## src/rtl/pwm_pkg.sv

```systemverilog
package pwm_pkg;
  typedef enum logic {DIR_UP = 1'b0, DIR_DOWN = 1'b1} cnt_dir_t;
  typedef enum logic {TGT_DUTY = 1'b0, TGT_PERIOD = 1'b1} upd_tgt_t;
endpackage

```

## src/rtl/pwm_regs.sv

```systemverilog
module pwm_regs
  import pwm_pkg::*;
#(
  parameter int W = 16
) (
  input  logic         clk,
  input  logic         rst,
  input  logic         chan_en,
  input  logic         wr_period,
  input  logic         wr_duty,
  input  logic         wr_upd,
  input  logic         upd_sel,
  input  logic [W-1:0] wr_data,
  input  logic         bound_evt,
  output logic [W-1:0] prd_q,
  output logic [W-1:0] duty_q
);
  logic         stg_full;
  logic [W-1:0] stg_val;
  upd_tgt_t     stg_tgt;

  // Destination registers: staged transfer at a boundary, direct loads when idle
  always_ff @(posedge clk) begin
    if (rst) begin
      prd_q  <= '0;
      duty_q <= '0;
    end else if (bound_evt && stg_full) begin
      if (stg_tgt == TGT_PERIOD) prd_q  <= stg_val;
      else                       duty_q <= stg_val;
    end else if (!chan_en) begin
      if (wr_period) prd_q  <= wr_data;
      if (wr_duty)   duty_q <= wr_data;
    end
  end

  // Staging register: newest write wins, emptied when consumed
  always_ff @(posedge clk) begin
    if (rst) begin
      stg_full <= 1'b0;
      stg_val  <= '0;
      stg_tgt  <= TGT_DUTY;
    end else if (wr_upd) begin
      stg_full <= 1'b1;
      stg_val  <= wr_data;
      stg_tgt  <= upd_sel ? TGT_PERIOD : TGT_DUTY;
    end else if (bound_evt) begin
      stg_full <= 1'b0;
    end
  end
endmodule

```

## src/rtl/pwm_counter.sv

```systemverilog
module pwm_counter
  import pwm_pkg::*;
#(
  parameter int W = 16
) (
  input  logic         clk,
  input  logic         rst,
  input  logic         chan_en,
  input  logic         tick,
  input  logic         center,
  input  logic [W-1:0] prd_q,
  output logic [W-1:0] cnt_q,
  output logic         bound_evt
);
  localparam logic [W-1:0] ONE = W'(1);

  cnt_dir_t     dir_q, dir_d;
  logic [W-1:0] cnt_d;
  logic         evt_d;

  always_comb begin
    cnt_d = cnt_q;
    dir_d = dir_q;
    evt_d = 1'b0;
    if (!center) begin
      dir_d = DIR_UP;
      if (cnt_q >= prd_q) begin
        cnt_d = '0;
        evt_d = 1'b1;
      end else begin
        cnt_d = cnt_q + ONE;
      end
    end else if (dir_q == DIR_UP && cnt_q < prd_q) begin
      cnt_d = cnt_q + ONE;
    end else if (cnt_q == '0) begin
      dir_d = DIR_UP;
      evt_d = 1'b1;
    end else begin
      cnt_d = cnt_q - ONE;
      if (cnt_q == ONE) begin
        dir_d = DIR_UP;
        evt_d = 1'b1;
      end else begin
        dir_d = DIR_DOWN;
      end
    end
  end

  assign bound_evt = chan_en && tick && evt_d;

  always_ff @(posedge clk) begin
    if (rst || !chan_en) begin
      cnt_q <= '0;
      dir_q <= DIR_UP;
    end else if (tick) begin
      cnt_q <= cnt_d;
      dir_q <= dir_d;
    end
  end
endmodule

```

## src/rtl/pwm_wave.sv

```systemverilog
module pwm_wave #(
  parameter int W = 16
) (
  input  logic         clk,
  input  logic         rst,
  input  logic         chan_en,
  input  logic         pol,
  input  logic [W-1:0] cnt_q,
  input  logic [W-1:0] duty_q,
  input  logic         bound_evt,
  output logic         pwm_out,
  output logic         period_end
);
  logic at_or_above;
  assign at_or_above = (cnt_q >= duty_q);

  always_ff @(posedge clk) begin
    if (rst) begin
      pwm_out    <= 1'b0;
      period_end <= 1'b0;
    end else begin
      pwm_out    <= chan_en ? (at_or_above ^ pol) : pol;
      period_end <= bound_evt;
    end
  end
endmodule

```

## src/rtl/pwm_chan.sv

```systemverilog
module pwm_chan #(
  parameter int CNT_W = 16
) (
  input  logic             clk,
  input  logic             rst,
  input  logic             tick,
  input  logic             chan_en,
  input  logic             center,
  input  logic             pol,
  input  logic             upd_sel,
  input  logic             wr_period,
  input  logic             wr_duty,
  input  logic             wr_upd,
  input  logic [CNT_W-1:0] wr_data,
  output logic             pwm_out,
  output logic             period_end
);
  logic [CNT_W-1:0] cnt_q;
  logic [CNT_W-1:0] prd_q;
  logic [CNT_W-1:0] duty_q;
  logic             bound_evt;

  pwm_counter #(.W(CNT_W)) u_cnt (
    .clk(clk), .rst(rst), .chan_en(chan_en), .tick(tick), .center(center),
    .prd_q(prd_q), .cnt_q(cnt_q), .bound_evt(bound_evt)
  );

  pwm_regs #(.W(CNT_W)) u_regs (
    .clk(clk), .rst(rst), .chan_en(chan_en), .wr_period(wr_period),
    .wr_duty(wr_duty), .wr_upd(wr_upd), .upd_sel(upd_sel), .wr_data(wr_data),
    .bound_evt(bound_evt), .prd_q(prd_q), .duty_q(duty_q)
  );

  pwm_wave #(.W(CNT_W)) u_wave (
    .clk(clk), .rst(rst), .chan_en(chan_en), .pol(pol), .cnt_q(cnt_q),
    .duty_q(duty_q), .bound_evt(bound_evt), .pwm_out(pwm_out),
    .period_end(period_end)
  );
endmodule

```

## config.mk

```make
export PLATFORM = sky130hd
export DESIGN_NAME = pwm_chan
export DESIGN_NICKNAME = d
export VERILOG_FILES = /design/src/rtl/pwm_pkg.sv /design/src/rtl/pwm_regs.sv /design/src/rtl/pwm_counter.sv /design/src/rtl/pwm_wave.sv /design/src/rtl/pwm_chan.sv
export SDC_FILE = /design/constraint.sdc
export NUM_CORES = 1
export LEC_CHECK = 0
export CORE_MARGIN = 4
export CORE_UTILIZATION = 24
export CTS_BUF_LIST = sky130_fd_sc_hd__clkbuf_8 sky130_fd_sc_hd__clkbuf_16
export DETAILED_ROUTE_END_ITERATION = 10
export GPL_TIMING_DRIVEN = 0
export MAX_ROUTING_LAYER = met4
export PLACE_DENSITY = 0.48
export SYNTH_ARGS = -nofsm -noshare
export SYNTH_HDL_FRONTEND = slang
export SYNTH_SLANG_ARGS = --single-unit
```

## constraint.sdc

```tcl
create_clock -name clk -period 3.3 [get_ports clk]
set_clock_uncertainty 0.15 [all_clocks]
set_input_delay 0.99 -clock clk [delete_from_list [all_inputs] [get_ports clk]]
set_output_delay 0.99 -clock clk [all_outputs]
set_load 0.05 [all_outputs]
```

==> results.md <==
* Outcome: completed
* Via count at 3902
* Post-synth top flop: dfxtp_1
* WL/cell at 15.7 um
* Util after Layout at 30.0%
* Post-synthesis register bit count at 69
* Setup crit end kind: register
* First-pass GRT wire length at 19900 um
* Top cell type by total area after synthesis: dfxtp_1
* Die height at 142 um
* Die area at 0.0201 mm^2
* Post-synthesis sequential area ratio at 32.1%
* P_sw at 0.702 mW
* Placed insts at 756
* Initial antenna violation count at 0
* Final Max Slew Viols at 0
* Post-synth top cells: dfxtp_1, nor3_1, nor2_1, a211oi_1, inv_1
* Core Footprint at 0.0174 mm^2
* GPL Wtd Cong at 0.848
* Most common cell in the synthesized netlist: dfxtp_1
* HP Class: reg2reg
* Average cell area after synthesis at 8.50 um^2
* Worst hold stages at 2
* Worst VDD drop at 0.238 mV
* Die W at 142 um
* Max-Slew Margin vs Limit at 46.7%
* Leakage at 2.00 nW
* Total gr overflow at 0
* Mapped Area at 0.00430 mm^2
* Final Hold Fails at 0
* Std-Cell Rows at 48
* Htree depth at 3
* Input/output buffers at 25
* Syn_nets at 567
* Post-route setup TNS at 0 ns
* DP HPWL at 9330 um
* Later-pin clock latency in the skew report at 0.33 ns
* Final period util at 96.4%
* Switching Share at 29.4%
* Antenna-violating nets left at 0
* Mapped Cells at 506
* Min Hold Slack at 0.344 ns
* Starting Density at 24.7%
* Clock share of power at 40.2%
* CP Launch Type: register
* Root buf cell: clkbuf_16
* WS Path Type: reg2reg
* Synth top area cells: dfxtp_1, ha_1, mux2i_1
* Vias in the first global route at 3971
* Max Clock Freq at 0.314 GHz
* WP data arrival at 3.25 ns
* CTS tree: yes
* Detailed Routing Iterations Pass 1 at 5
* Largest net degree at the start of global routing at 12
* DRC Markers at 0
* Total clock sinks at 69
* PD cells at 457 mW/mm^2
* Total Routing Usage GR at 12.7%
* Clk slew on worst S/H paths at 0.06 ns
* Top-area cell type share of the netlist area at 32.1%
* Ys async rst share at 0%
* Reg2Reg Depth at 10
* Synth-to-Final Area Change at 21.5%
* Count of cell types in the netlist at 64
* Tmin final at 3.18 ns
* Deepest clock path buffer count at 2
* Pint at 1.69 mW
* Vias per inst at 5.04
* EDFF count, synth at 0
* Finished Layout Cells at 774
* ANT cells at 0
* Inserted Clock Buffers at 9
* Max-Cap Viols at 0
* Layout cell share with drive strength beyond 1 at 10.2%
* Final nets at 606
* Synth Warn # at 0
* Worst-margin pin slew at 0.799 ns
* # IOs at 28
* Hold Buf Count CTS at 0
* Number of DRC markers in iteration 0 at 438
* Final WL at 12200 um
* Final setup viols at 0
* WP data required at 3.37 ns
* Reg power frac at 38.5%
* Logic pwr share at 21.3%
* CP max FO at 10
-- flip-flops by register name, summed over array words and instances, names as in the netlist --
signal	flops
u_cnt.cnt_q	16
u_cnt.dir_q	1
u_regs.duty_q	16
u_regs.prd_q	16
u_regs.stg_full	1
u_regs.stg_tgt	1
u_regs.stg_val	16
u_wave.period_end	1
u_wave.pwm_out	1
-- path summary, 6_finish.rpt --
| path | to | slack [ns] | from |
|---|---|---|---|
| worst max-delay path | u_cnt.cnt_q[3]$_SDFFE_PP0P_ | 0.12 | u_cnt.cnt_q[15]$_SDFFE_PP0P_ |
| worst min-delay path | u_regs.stg_val[2]$_SDFFE_PP0P_ | 0.34 | u_regs.stg_val[2]$_SDFFE_PP0P_ |
| worst max register to register | u_cnt.cnt_q[3]$_SDFFE_PP0P_ | 0.12 | u_cnt.cnt_q[15]$_SDFFE_PP0P_ |
| worst min register to register | u_regs.stg_val[2]$_SDFFE_PP0P_ | 0.34 | u_regs.stg_val[2]$_SDFFE_PP0P_ |
-- layout make-up --
type | instances | area, um^2
repair buffers | 29 | 280
fillers | 1856 | 12200
plain buffers | 34 | 184
well taps | 225 | 282
clock buffers | 10 | 239
multi-input cells | 366 | 2670
flip-flops and latches | 69 | 1380
clock inverters | 5 | 52.6
inverters | 36 | 135
-- metrics by stage --
| step | power [mW] | cell area (um^2) | setup slack [ns] |
|---|---|---|---|
| 2_1_floorplan | 1.27 | 4300 | 0.320 |
| 3_3_place_gp | 1.42 | 4830 | -0.683 |
| 3_5_place_dp | 1.43 | 4830 | -0.643 |
| 4_1_cts | 2.41 | 5170 | 0.000235 |
| 5_1_grt | 2.51 | 5230 | -0.00763 |
| 6_report | 2.39 | 5230 | 0.119 |
-- kinds of logic (layout without fill, tap and decap cells) --
logic type                 Yosys count  in the layout  synth area share (%)
adders and majority gates           35             35                  10.2
buffers and inverters               71            114                  7.30
xor gates and xnor gates             4              4                 0.815
and+or+nand+nor                    165            165                  19.7
DFF                                 69             69                  32.1
muxes                               34             34                  7.94
AOI/OAI and AO/OA                  128            128                  22.0
-- power groups by stage --
stage	Sequential, mW	Clock, mW	Combinational [mW]
3_5_place_dp	0.936	0	0.494
2_1_floorplan	0.930	0	0.345
4_1_cts	0.918	0.992	0.502
3_3_place_gp	0.934	0	0.487
6_report	0.919	0.961	0.510
5_1_grt	0.926	1.02	0.569
-- critical path, stage by stage, from the launching register on --
cell and delay, ns:
dfxtp_2 0.37, ha_1 0.34, nand4_1 0.13, or4_1 0.55
a21o_1 0.24, a41o_1 0.22, buf_2 0.19, o31ai_4 0.33
buf_4 0.26, nor3_1 0.07, a32o_1 0.22
-- layer usage --
| layer | share of wire (%) | vias up | track usage (%) |
|---|---|---|---|
| li1 | - | 1957 | - |
| met1 | 46 | 1791 | 16.2 |
| met2 | 47 | 125 | 19.8 |
| met3 | 4.8 | 29 | 1.75 |
| met4 | 2.9 | 0 | 6.01 |
| met5 | 0 | - | - |
-- cells in the final DEF (no fill, tap or decap), types with 4 or more instances in the layout --
| cell type | instances |
|---|---|
| o32ai_1 | 7 |
| nor2b_1 | 7 |
| o22ai_1 | 4 |
| inv_1 | 37 |
| nand3_1 | 10 |
| nor4_1 | 4 |
| nor2_1 | 39 |
| dfxtp_1 | 67 |
| a21oi_1 | 25 |
| ha_1 | 34 |
| nand4_1 | 11 |
| and3_1 | 6 |
| clkdlybuf4s50_1 | 25 |
| mux2i_1 | 26 |
| nand2b_1 | 4 |
| mux2i_2 | 7 |
| nor3_1 | 47 |
| o21ai_0 | 15 |
| buf_4 | 8 |
| clkbuf_16 | 9 |
| a211oi_1 | 36 |
| nand2_1 | 22 |
| a21o_1 | 7 |
| o211ai_1 | 4 |
| clkbuf_1 | 19 |
-- timing repair --
item,CTS,global route
setup endpoints to repair,47,47
pin swaps,3,2
buffers inserted,4,0
gates resized for setup,4,20
No activity file was read; power rests on OpenSTA's default activity.
